File: src/rtl/spi_burst_pkg.sv
package spi_burst_pkg;
  // register word addresses
  localparam int unsigned A_GCTL = 0;
  localparam int unsigned A_XCTL = 1;
  localparam int unsigned A_IEN  = 2;
  localparam int unsigned A_ISTA = 3;
  localparam int unsigned A_FCTL = 4;
  localparam int unsigned A_FSTA = 5;
  localparam int unsigned A_BCNT = 6;
  localparam int unsigned A_TCNT = 7;
  localparam int unsigned A_TXD  = 8;
  localparam int unsigned A_RXD  = 9;

  localparam int unsigned B_TC   = 12;
  localparam int unsigned B_OVF  = 8;
  localparam int unsigned B_RXCLR = 15;
  localparam int unsigned B_TXCLR = 31;

  typedef struct packed {
    logic       lsb;
    logic       dhb;
    logic       cs_lvl;
    logic       cs_man;
    logic [1:0] cs_sel;
    logic       spol;
    logic       cpol;
    logic       cpha;
  } xctl_t;
endpackage

File: src/rtl/spi_byte_fifo.sv
module spi_byte_fifo #(
  parameter int DEPTH = 128,
  parameter int W     = 8,
  localparam int AW   = $clog2(DEPTH),
  localparam int CW   = $clog2(DEPTH + 1)
) (
  input  logic          clk_i,
  input  logic          rst_ni,
  input  logic          clr_i,
  input  logic          push_i,
  input  logic [W-1:0]  din_i,
  input  logic          pop_i,
  output logic [W-1:0]  dout_o,
  output logic [CW-1:0] level_o,
  output logic          full_o,
  output logic          empty_o
);
  logic [W-1:0]  mem [DEPTH];
  logic [AW-1:0] wp, rp;
  logic          do_push, do_pop;

  assign full_o  = (level_o == CW'(DEPTH));
  assign empty_o = (level_o == '0);
  assign do_push = push_i && !full_o;
  assign do_pop  = pop_i && !empty_o;
  assign dout_o  = mem[rp];

  function automatic logic [AW-1:0] nxt(input logic [AW-1:0] p);
    return (p == AW'(DEPTH - 1)) ? '0 : p + 1'b1;
  endfunction

  always_ff @(posedge clk_i or negedge rst_ni) begin
    if (!rst_ni) begin
      wp <= '0; rp <= '0; level_o <= '0;
    end else if (clr_i) begin
      wp <= '0; rp <= '0; level_o <= '0;
    end else begin
      if (do_push) wp <= nxt(wp);
      if (do_pop)  rp <= nxt(rp);
      case ({do_push, do_pop})
        2'b10:   level_o <= level_o + 1'b1;
        2'b01:   level_o <= level_o - 1'b1;
        default: level_o <= level_o;
      endcase
    end
  end

  always_ff @(posedge clk_i) begin
    if (do_push) mem[wp] <= din_i;
  end
endmodule

File: src/rtl/spi_shift_engine.sv
module spi_shift_engine #(
  parameter int CNT_W = 24
) (
  input  logic             clk_i,
  input  logic             rst_ni,
  input  logic             abort_i,
  input  logic             start_i,
  input  logic [CNT_W-1:0] burst_cnt_i,
  input  logic [CNT_W-1:0] tx_cnt_i,
  input  logic             cpha_i,
  input  logic             lsb_i,
  input  logic             dhb_i,
  input  logic             pause_i,
  input  logic             tick_i,
  input  logic [7:0]       tx_data_i,
  input  logic             tx_empty_i,
  input  logic             miso_i,
  output logic             tx_pop_o,
  output logic             rx_push_o,
  output logic [7:0]       rx_data_o,
  output logic             busy_o,
  output logic             done_o,
  output logic             sclk_act_o,
  output logic             mosi_o
);
  logic             loaded, half, in_tx;
  logic [2:0]       bit_cnt;
  logic [CNT_W-1:0] byte_left, tx_left;
  logic [7:0]       sh_tx, sh_rx;
  logic             need_tx, can_load, last_edge;

  function automatic logic [7:0] ins(input logic [7:0] sh, input logic b, input logic lsb);
    return lsb ? {b, sh[7:1]} : {sh[6:0], b};
  endfunction

  function automatic logic [7:0] shl(input logic [7:0] sh, input logic lsb);
    return lsb ? {1'b0, sh[7:1]} : {sh[6:0], 1'b0};
  endfunction

  assign need_tx    = (tx_left != '0);
  assign can_load   = !pause_i && (!need_tx || !tx_empty_i);
  assign tx_pop_o   = busy_o && !loaded && (byte_left != '0) && can_load && need_tx;
  assign done_o     = busy_o && !loaded && (byte_left == '0);
  assign last_edge  = busy_o && loaded && tick_i && half && (bit_cnt == 3'd7);
  assign rx_data_o  = cpha_i ? ins(sh_rx, miso_i, lsb_i) : sh_rx;
  assign rx_push_o  = last_edge && !(dhb_i && in_tx);
  assign sclk_act_o = busy_o && loaded && half;
  assign mosi_o     = lsb_i ? sh_tx[0] : sh_tx[7];

  always_ff @(posedge clk_i or negedge rst_ni) begin
    if (!rst_ni) begin
      busy_o <= 1'b0; loaded <= 1'b0; half <= 1'b0; in_tx <= 1'b0;
      bit_cnt <= '0; byte_left <= '0; tx_left <= '0; sh_tx <= '0; sh_rx <= '0;
    end else if (abort_i) begin
      busy_o <= 1'b0; loaded <= 1'b0; half <= 1'b0; in_tx <= 1'b0;
      bit_cnt <= '0; byte_left <= '0; tx_left <= '0; sh_tx <= '0; sh_rx <= '0;
    end else if (!busy_o) begin
      if (start_i) begin
        busy_o    <= 1'b1;
        loaded    <= 1'b0;
        byte_left <= burst_cnt_i;
        tx_left   <= tx_cnt_i;
      end
    end else if (!loaded) begin
      if (byte_left == '0) begin
        busy_o <= 1'b0;
        sh_tx  <= '0;
      end else if (can_load) begin
        loaded  <= 1'b1;
        half    <= 1'b0;
        bit_cnt <= '0;
        in_tx   <= need_tx;
        sh_tx   <= need_tx ? tx_data_i : 8'h00;
        if (need_tx) tx_left <= tx_left - 1'b1;
      end
    end else if (tick_i) begin
      if (!half) begin
        half <= 1'b1;
        if (!cpha_i)              sh_rx <= ins(sh_rx, miso_i, lsb_i);
        else if (bit_cnt != 3'd0) sh_tx <= shl(sh_tx, lsb_i);
      end else begin
        half <= 1'b0;
        if (cpha_i) sh_rx <= ins(sh_rx, miso_i, lsb_i);
        if (bit_cnt == 3'd7) begin
          loaded    <= 1'b0;
          byte_left <= byte_left - 1'b1;
        end else begin
          bit_cnt <= bit_cnt + 1'b1;
          if (!cpha_i) sh_tx <= shl(sh_tx, lsb_i);
        end
      end
    end
  end
endmodule

File: src/rtl/spi_burst_master.sv
module spi_burst_master
  import spi_burst_pkg::*;
#(
  parameter int DEPTH = 128,
  parameter int CNT_W = 24,
  parameter int AW    = 4,
  localparam int CW   = $clog2(DEPTH + 1)
) (
  input  logic          clk_i,
  input  logic          rst_ni,
  input  logic [AW-1:0] reg_addr_i,
  input  logic          reg_wr_i,
  input  logic          reg_rd_i,
  input  logic [31:0]   reg_wdata_i,
  output logic [31:0]   reg_rdata_o,
  input  logic          tick_i,
  output logic          sclk_o,
  output logic          mosi_o,
  input  logic          miso_i,
  output logic [3:0]    cs_o,
  output logic          irq_o
);
  xctl_t            xc;
  logic             g_en, g_master, g_pause;
  logic             ien_tc, ien_ovf, sts_tc, sts_ovf;
  logic [CNT_W-1:0] bcnt, tcnt;
  logic             sreset, start, wr_x, wr_s, wr_f;
  logic             busy_w, done_w, sclk_act, cpol_w, spol_w;
  logic             tx_pop, tx_empty, tx_full, rx_push, rx_full, rx_empty;
  logic [7:0]       tx_head, rx_byte, rx_head;
  logic [CW-1:0]    tx_level, rx_level;

  function automatic logic hit(input logic [AW-1:0] a, input int unsigned w);
    return a == AW'(w);
  endfunction

  assign sreset = reg_wr_i && hit(reg_addr_i, A_GCTL) && reg_wdata_i[31];
  assign wr_x   = reg_wr_i && hit(reg_addr_i, A_XCTL);
  assign wr_s   = reg_wr_i && hit(reg_addr_i, A_ISTA);
  assign wr_f   = reg_wr_i && hit(reg_addr_i, A_FCTL);
  assign start  = wr_x && reg_wdata_i[31] && g_en && !busy_w;
  assign cpol_w = xc.cpol;
  assign spol_w = xc.spol;

  always_ff @(posedge clk_i or negedge rst_ni) begin
    if (!rst_ni) begin
      xc <= '0; g_en <= 1'b0; g_master <= 1'b0; g_pause <= 1'b0;
      ien_tc <= 1'b0; ien_ovf <= 1'b0; sts_tc <= 1'b0; sts_ovf <= 1'b0;
      bcnt <= '0; tcnt <= '0;
    end else if (sreset) begin
      xc <= '0; g_en <= 1'b0; g_master <= 1'b0; g_pause <= 1'b0;
      ien_tc <= 1'b0; ien_ovf <= 1'b0; sts_tc <= 1'b0; sts_ovf <= 1'b0;
      bcnt <= '0; tcnt <= '0;
    end else begin
      if (reg_wr_i && hit(reg_addr_i, A_GCTL)) begin
        g_en <= reg_wdata_i[0]; g_master <= reg_wdata_i[1]; g_pause <= reg_wdata_i[7];
      end
      if (wr_x)
        xc <= '{lsb: reg_wdata_i[12], dhb: reg_wdata_i[8], cs_lvl: reg_wdata_i[7],
                cs_man: reg_wdata_i[6], cs_sel: reg_wdata_i[5:4], spol: reg_wdata_i[2],
                cpol: reg_wdata_i[1], cpha: reg_wdata_i[0]};
      if (reg_wr_i && hit(reg_addr_i, A_IEN)) begin
        ien_tc <= reg_wdata_i[B_TC]; ien_ovf <= reg_wdata_i[B_OVF];
      end
      if (reg_wr_i && hit(reg_addr_i, A_BCNT)) bcnt <= reg_wdata_i[CNT_W-1:0];
      if (reg_wr_i && hit(reg_addr_i, A_TCNT)) tcnt <= reg_wdata_i[CNT_W-1:0];
      // set wins over a simultaneous clear
      sts_tc  <= done_w || (sts_tc && !(wr_s && reg_wdata_i[B_TC]));
      sts_ovf <= (rx_push && rx_full) || (sts_ovf && !(wr_s && reg_wdata_i[B_OVF]));
    end
  end

  spi_byte_fifo #(.DEPTH(DEPTH), .W(8)) u_txf (
    .clk_i, .rst_ni,
    .clr_i  (sreset || (wr_f && reg_wdata_i[B_TXCLR])),
    .push_i (reg_wr_i && hit(reg_addr_i, A_TXD)),
    .din_i  (reg_wdata_i[7:0]),
    .pop_i  (tx_pop),
    .dout_o (tx_head),
    .level_o(tx_level),
    .full_o (tx_full),
    .empty_o(tx_empty)
  );

  spi_byte_fifo #(.DEPTH(DEPTH), .W(8)) u_rxf (
    .clk_i, .rst_ni,
    .clr_i  (sreset || (wr_f && reg_wdata_i[B_RXCLR])),
    .push_i (rx_push),
    .din_i  (rx_byte),
    .pop_i  (reg_rd_i && hit(reg_addr_i, A_RXD)),
    .dout_o (rx_head),
    .level_o(rx_level),
    .full_o (rx_full),
    .empty_o(rx_empty)
  );

  spi_shift_engine #(.CNT_W(CNT_W)) u_eng (
    .clk_i, .rst_ni,
    .abort_i    (sreset),
    .start_i    (start),
    .burst_cnt_i(bcnt),
    .tx_cnt_i   (tcnt),
    .cpha_i     (xc.cpha),
    .lsb_i      (xc.lsb),
    .dhb_i      (xc.dhb),
    .pause_i    (g_pause),
    .tick_i,
    .tx_data_i  (tx_head),
    .tx_empty_i (tx_empty),
    .miso_i,
    .tx_pop_o   (tx_pop),
    .rx_push_o  (rx_push),
    .rx_data_o  (rx_byte),
    .busy_o     (busy_w),
    .done_o     (done_w),
    .sclk_act_o (sclk_act),
    .mosi_o
  );

  assign sclk_o = xc.cpol ^ sclk_act;
  assign irq_o  = (sts_tc && ien_tc) || (sts_ovf && ien_ovf);

  for (genvar i = 0; i < 4; i++) begin : g_cs
    always_comb begin
      if (xc.cs_sel != 2'(i)) cs_o[i] = ~xc.spol;
      else if (xc.cs_man)     cs_o[i] = xc.cs_lvl;
      else                    cs_o[i] = busy_w ? xc.spol : ~xc.spol;
    end
  end

  always_comb begin
    reg_rdata_o = '0;
    case (reg_addr_i)
      AW'(A_GCTL): begin
        reg_rdata_o[0] = g_en; reg_rdata_o[1] = g_master; reg_rdata_o[7] = g_pause;
      end
      AW'(A_XCTL): begin
        reg_rdata_o[31] = busy_w;   reg_rdata_o[12]  = xc.lsb;
        reg_rdata_o[8]  = xc.dhb;   reg_rdata_o[7]   = xc.cs_lvl;
        reg_rdata_o[6]  = xc.cs_man; reg_rdata_o[5:4] = xc.cs_sel;
        reg_rdata_o[2]  = xc.spol;  reg_rdata_o[1]   = xc.cpol;
        reg_rdata_o[0]  = xc.cpha;
      end
      AW'(A_IEN):  begin reg_rdata_o[B_TC] = ien_tc; reg_rdata_o[B_OVF] = ien_ovf; end
      AW'(A_ISTA): begin reg_rdata_o[B_TC] = sts_tc; reg_rdata_o[B_OVF] = sts_ovf; end
      AW'(A_FSTA): begin
        reg_rdata_o[CW-1:0]  = rx_level;
        reg_rdata_o[16 +: CW] = tx_level;
      end
      AW'(A_BCNT): reg_rdata_o[CNT_W-1:0] = bcnt;
      AW'(A_TCNT): reg_rdata_o[CNT_W-1:0] = tcnt;
      AW'(A_RXD):  reg_rdata_o[7:0] = rx_head;
      default:     reg_rdata_o = '0;
    endcase
  end
endmodule

File: config.mk
export PLATFORM = sky130hd
export DESIGN_NAME = spi_burst_master
export DESIGN_NICKNAME = d
export VERILOG_FILES = /design/src/rtl/spi_burst_pkg.sv /design/src/rtl/spi_byte_fifo.sv /design/src/rtl/spi_shift_engine.sv /design/src/rtl/spi_burst_master.sv
export SDC_FILE = /design/constraint.sdc
export NUM_CORES = 2
export LEC_CHECK = 0
export ABC_AREA = 1
export BUFFER_PORTS_ARGS = -buffer_cell sky130_fd_sc_hd__buf_4
export CAP_MARGIN = 20
export CORE_UTILIZATION = 40
export DETAILED_ROUTE_END_ITERATION = 6
export PLACE_DENSITY = 0.52
export SLEW_MARGIN = 5
export SYNTH_ARGS = -nofsm -noshare
export SYNTH_HDL_FRONTEND = slang
export SYNTH_SLANG_ARGS = --single-unit
File: constraint.sdc
create_clock -name clk_i -period 8.2 [get_ports clk_i]
set_input_delay 1.64 -clock clk_i [delete_from_list [all_inputs] [get_ports clk_i]]
set_output_delay 1.64 -clock clk_i [all_outputs]
set_load 0.02 [all_outputs]
* After elaboration in Yosys (flattened, before gate mapping)
Memories as Yosys holds them, arrays and structs flattened.
Cells that the tools add are included.
** Word-level totals
- Bits in registers :: 179
- Output and inout port bits :: 39
- RAM bits :: 2048
- Memories kept :: 2
** Memories
- u_rxf.mem :: depth 128, bits a word 8, read ports 1, clocked after memory_dff 0, wr ports 1, line spi_byte_fifo.sv:18 : logic [W-1:0] mem [DEPTH];
- u_txf.mem :: depth 128, bits a word 8, read ports 1, clocked after memory_dff 0, wr ports 1, line spi_byte_fifo.sv:18
** Cells by class
- Eq/ne operators :: 42
- Reduce and logical (&&, ||, !) cells :: 89
- Muxes and demuxes :: 125
- Bitwise operators :: 2
- Add/subtract/negate cells :: 11
** Operator list (count)
- 2-to-1 mux 24 bit :: 18
- 2-to-1 mux 8 bit :: 23
- 2-to-1 mux 7 bit :: 12
- 2-to-1 mux 1 bit :: 50
- nonzero test 24 bit :: 2
- subtractor 24 x 1 -> 24 bit (second input constant) :: 2
- logical AND 1 bit :: 39
- != test 3 bit (second input constant) :: 11
- one-hot mux 8 bit (2 select lines) :: 2
- adder 7 x 1 -> 7 bit (second input constant) :: 4
- equality test 7 bit (second input constant) :: 4
- nonzero test 2 bit :: 14
- zero test 24 bit :: 1
- 2-to-1 mux 3 bit :: 8
- one-hot mux 8 bit (3 select lines) :: 1
- 2-to-1 mux 9 bit :: 2
- adder 8 x 1 -> 8 bit (second input constant) :: 2
- equality test 4 x 3 -> 1 bit (second input constant) :: 4
- equality test 8 bit (second input constant) :: 2
- zero test 8 bit :: 2
- != test 4 bit (second input constant) :: 4
- subtractor 8 x 1 -> 8 bit (second input constant) :: 2
- one-hot mux 1 bit (5 select lines) :: 3
- one-hot mux 3 bit (5 select lines) :: 1
- other kinds (26) :: 56

* Depth between registers and ports, before layout
- Depth after elaboration :: 10
- Mapped depth :: 20
- Gate-level depth less buffers :: 20

* Hierarchy
A second synthesis with hierarchy kept.
** Second synthesis, totals
- Cell total of the unflattened synthesis :: 9483
- Area total of the unflattened synthesis :: 97113.1 µm²
** By module, submodules not included
- spi_byte_fifo (u_rxf) :: area an instance 44223.7 µm², instances 1, cells an instance 4102, seq. area each 31300.0 µm²
- spi_byte_fifo (u_txf) :: area an instance 44216.2 µm², instances 1, cells an instance 4100, seq. area each 31300.0 µm²
- spi_shift_engine :: area an instance 5079.9 µm², instances 1, cells an instance 781, seq. area each 1776.7 µm²
- spi_burst_master :: area an instance 3593.4 µm², instances 1, cells an instance 500, seq. area each 1601.5 µm²

* Worst setup path after synthesis
Ideal clock, no wire load.
- Path type :: reg-to-reg
- Start point :: reg xc[0] (netlist bit)
- End point :: mem u_rxf.mem[0][6] (data pin)
- Required time :: 6993 ps
- Arrival :: 5805 ps
- Stages on the path, launching flop included :: 4
- Buffers on the path :: 2
- Setup slack :: 1188 ps
- Clock period less this slack :: 7012 ps
- Path through :: dfrtp_1 -> clkbuf_1 -> clkbuf_1 -> o21ai_0
** Between the ends
- Cells in the longest elaborated chain, start to end :: 1
** RTL lines
- start, declared :: line spi_burst_master.sv:23 : xctl_t xc;
- start signal, assigned :: line spi_burst_master.sv:59 : xc <= '{lsb: reg_wdata_i[12], dhb: reg_wdata_i[8], cs_lvl: reg_wdata_i[7],
- 2-to-1 mux 8 bit
- via rx_byte[6] :: line spi_burst_master.sv:30 : logic [7:0] tx_head, rx_byte, rx_head;
- end, declared :: line spi_byte_fifo.sv:18
The timed path passes the listed nets, and every way through them passes these cells.

* Worst setup path after layout
- Start point :: reg u_rxf.rp[0]
- End point :: out reg_rdata_o[3]
** Between the ends
- Cells in the longest elaborated chain, start to end :: 2
** RTL lines
- start, declared :: line spi_byte_fifo.sv:19 : logic [AW-1:0] wp, rp;
- start signal, assigned :: line spi_byte_fifo.sv:39 : if (do_pop) rp <= nxt(rp);
- memory read (128 x 8 bit)
- one-hot mux 1 bit (4 select lines) :: line spi_burst_master.sv:133 : case (reg_addr_i)
- end, declared :: line spi_burst_master.sv:15 : output logic [31:0] reg_rdata_o,
No other way between the ends.

==> metrics.yaml <==
worst_setup_path:
  cp_slowest_cell: "dfrtp_4"
  worstSetupEndpoint: "reg_rdata_o[3]"
  reg2reg_from: "u_eng.busy_o"
  start_kind: "flop"
  crit_path_end_kind: "primary output"
  cp.required_ns: 6.56
  path_class: "flop to primary output"
  critPathMaxStageDelay_ns: 0.82
  path_max_fanout: 63
  reg2reg_to: "u_rxf.mem[13][4]"
  cp_data_arrival_time_ns: 4.92
  r2r_setup_slack_ns: 3.22
  path_cells: "buf_4 -> buf_4 -> o21ai_0 -> o22ai_1 -> nand2_1 -> nand3_1 -> nand2_1 -> nand2_1 -> nand3_1 -> nand3_1 -> nand3_1 -> nand2_1 -> buf_4"
  ff2ff_path_depth: 7
  startpoint: "u_rxf.rp[0]"
global_route:
  grt_pass1_vias: 58800
  antenna_found_initial: 4
  grt_pass1_wl_um: 386000
  track_usage: 0.218
  grt_max_degree: 192
  overflow: 0
cts:
  clk_path_buf_depth: 3
  cts_resized: 0
  h-tree-depth: 4
  numCtsBuffers: 230
  ctsHoldBuffers: 0
  clk_latency_ns: 0.89
  clk_pin_slew_ns: 0.07
  cts_tree: "yes"
  clock_sinks: 2227
  post-cts-setup-buffers: 0
  root_buffer: "clkbuf_16"
synthesis:
  async_flop_share: 0.0804
  yosys_warnings: 0
  synth.area.mux_share: 0
  synthCells: 8254
  synth_commonest_cells: "2048 x edfxtp_1, 2009 x nand2_1, 1174 x nand3_1"
  yosys.area_share.simple: 0.185
  synth_top_family_by_area: "simple AND/OR/NAND/NOR gates"
  synth_fa_ha_area_frac: 0.00379
  yosysUniqueCellTypes: 56
  synth_area_sq_um: 93100
  synth_most_common_cell: "edfxtp_1"
  synthFlopType: "edfxtp_1"
  syn_avg_cell_area_sq_um: 11.3
  synth-edff-count: 2048
  synth_xor_area_frac: 0.00367
  synth-seq-cells: 2227
  synth_top_area_frac: 0.660
  yosys.area.top_type: "edfxtp_1"
  yosysSeqAreaShare: 0.709
  synthTopCellsByArea: "edfxtp_1 66%, nand2_1 8.1%, nand3_1 6.3%, dfrtp_1 4.8%, o21ai_0 3.6%"
  synth-compound-area-share: 0.0659
detailed_routing:
  via_per_inst: 5.45
  antenna_violating_nets_post_route: 0
  wl_um: 260000
  routedWlPerCell_um: 22.9
  drt_iter0_drc: 5951
  dr.pass1.iters: 7
  vias: 61900
  route.detailed.drc: 0
sta:
  period_share: 0.800
  maxSlewHeadroom: 0.187
  finalClockSkew_ns: 0.0667
  layout_min_cycle_time_ns: 6.56
  max_freq_ghz: 0.153
  hold_viol: 0
  slew_violations: 0
  rsz0062_at_grt: "no"
  setup_viol: 0
  setup-tns-final_ns: 0
  worst_pin_slew_ns: 1.22
floorplanning:
  die_h_um: 484
  die_area_sq_um: 235000
  coreArea_sq_um: 231000
  die_w_um: 484
  start_util: 0.403
  pin_count: 81
  rows: 176
placement:
  gp_congestion: 0.845
  port_buffers: 66
  postPlaceCellArea_sq_um: 96100
  hpwl_um: 149000
cells_and_area:
  final_cell_area_sq_um: 104000
  drive_gt1_frac: 0.0640
  area_growth_pct: 11.2
  num-nets-final: 8203
outcome:
  status: "completed"
power_and_ir_drop:
  power.leakage_nw: 36.3
  pwr_density_cell_nw_per_um2: 349
  ir_drop_uv: 333
worst_hold_path:
  hold_path_class: "flop to flop"
job:
  maxCapViolCount: 0
-- layer usage --
metal / vias to the layer above / GRT usage / wire length (um)
met3: 395 / 0.0333 / 16000
met2: 1905 / 0.343 / 120000
met4: 0 / 0.0737 / 8610
met5: - / 0 / 0
met1: 30600 / 0.307 / 116000
li1: 29000 / - / -
-- sequential cells by signal, summed over array words and instances, names as in the netlist, 7 cells and up --
signal and flops:
u_eng.byte_left 24, u_txf.level_o 8, u_rxf.rp 7, u_rxf.mem 1024
u_eng.sh_rx 8, bcnt 24, u_eng.tx_left 24, tcnt 24
u_txf.wp 7, u_txf.mem 1024, u_rxf.level_o 8, u_txf.rp 7
u_eng.sh_tx 8, u_rxf.wp 7, xc 7
-- through the flow --
stage,hold WS [ns],std cells,power (mW),util,setup WS (ns)
6_report,0.485,11400,36.2,0.449,1.64
3_3_place_gp,0.467,10900,26.1,0.416,2.67
5_1_grt,0.500,11400,38.0,0.449,1.45
3_5_place_dp,0.469,10900,26.2,0.416,2.64
4_1_cts,0.486,11300,36.3,0.448,1.66
2_1_floorplan,0.449,8260,22.0,-,1.19
-- layout by cell type, fill, tap and decap left out, types with 14 or more instances in the layout --
cell type / n
buf_4: 136
nor2_1: 864
nor3_1: 29
xor2_1: 30
o22ai_1: 276
clkinv_1: 69
inv_1: 185
edfxtp_1: 2048
a22oi_1: 15
ha_1: 25
clkinv_2: 33
inv_2: 14
a21oi_1: 79
clkbuf_16: 231
nand3_1: 1174
bufinv_16: 15
dfrtp_1: 171
o21ai_0: 660
clkbuf_1: 61
nand2_1: 2009
-- critical path, delay by kind of cell, from the launching register on --
kind | cells | cell delay, ns
DFF | 1 | 0.82
AOI/OAI and AO/OA | 2 | 0.39
buffers and inverters | 3 | 1.46
and+or+nand+nor | 8 | 1.28
-- where the power goes --
group,internal (mW),switching [mW]
Combinational,3.03,8.78
Clock,5.70,4.45
Sequential,13.6,0.615
-- cells by family after synthesis --
family / after synthesis
AO/OA/AOI/OAI: 1111
XOR/XNOR: 39
adder cells (fa/ha/maj): 27
buffers and inverters: 728
flip-flops: 2227
other: 1
AND/OR/NAND/NOR: 4121
-- how the worst min path moves through the flow --
stage / from / end / depth (start not counted)
after global placement: tcnt[6] / tcnt[6] / 2
after detailed placement: u_eng.sh_tx[4] / u_eng.sh_tx[4] / 2
after global routing: tcnt[3] / tcnt[3] / 2
after CTS: u_eng.sh_tx[4] / u_eng.sh_tx[4] / 2
after floorplan: u_eng.sh_tx[3] / u_eng.sh_tx[3] / 2
final: u_eng.sh_tx[4] / u_eng.sh_tx[4] / 2
-- final cells by class --
class,count,area [sq um]
Fill cell,21300,127000
Antenna cell,2,5.00
Inverter,213,835
Multi-Input combinational cell,5305,24200
Tap cell,3026,3790
Clock buffer,297,6080
Clock inverter,130,1200
Sequential cell,2227,66000
Timing Repair Buffer,157,1460
(Power assumes the default switching activity.)
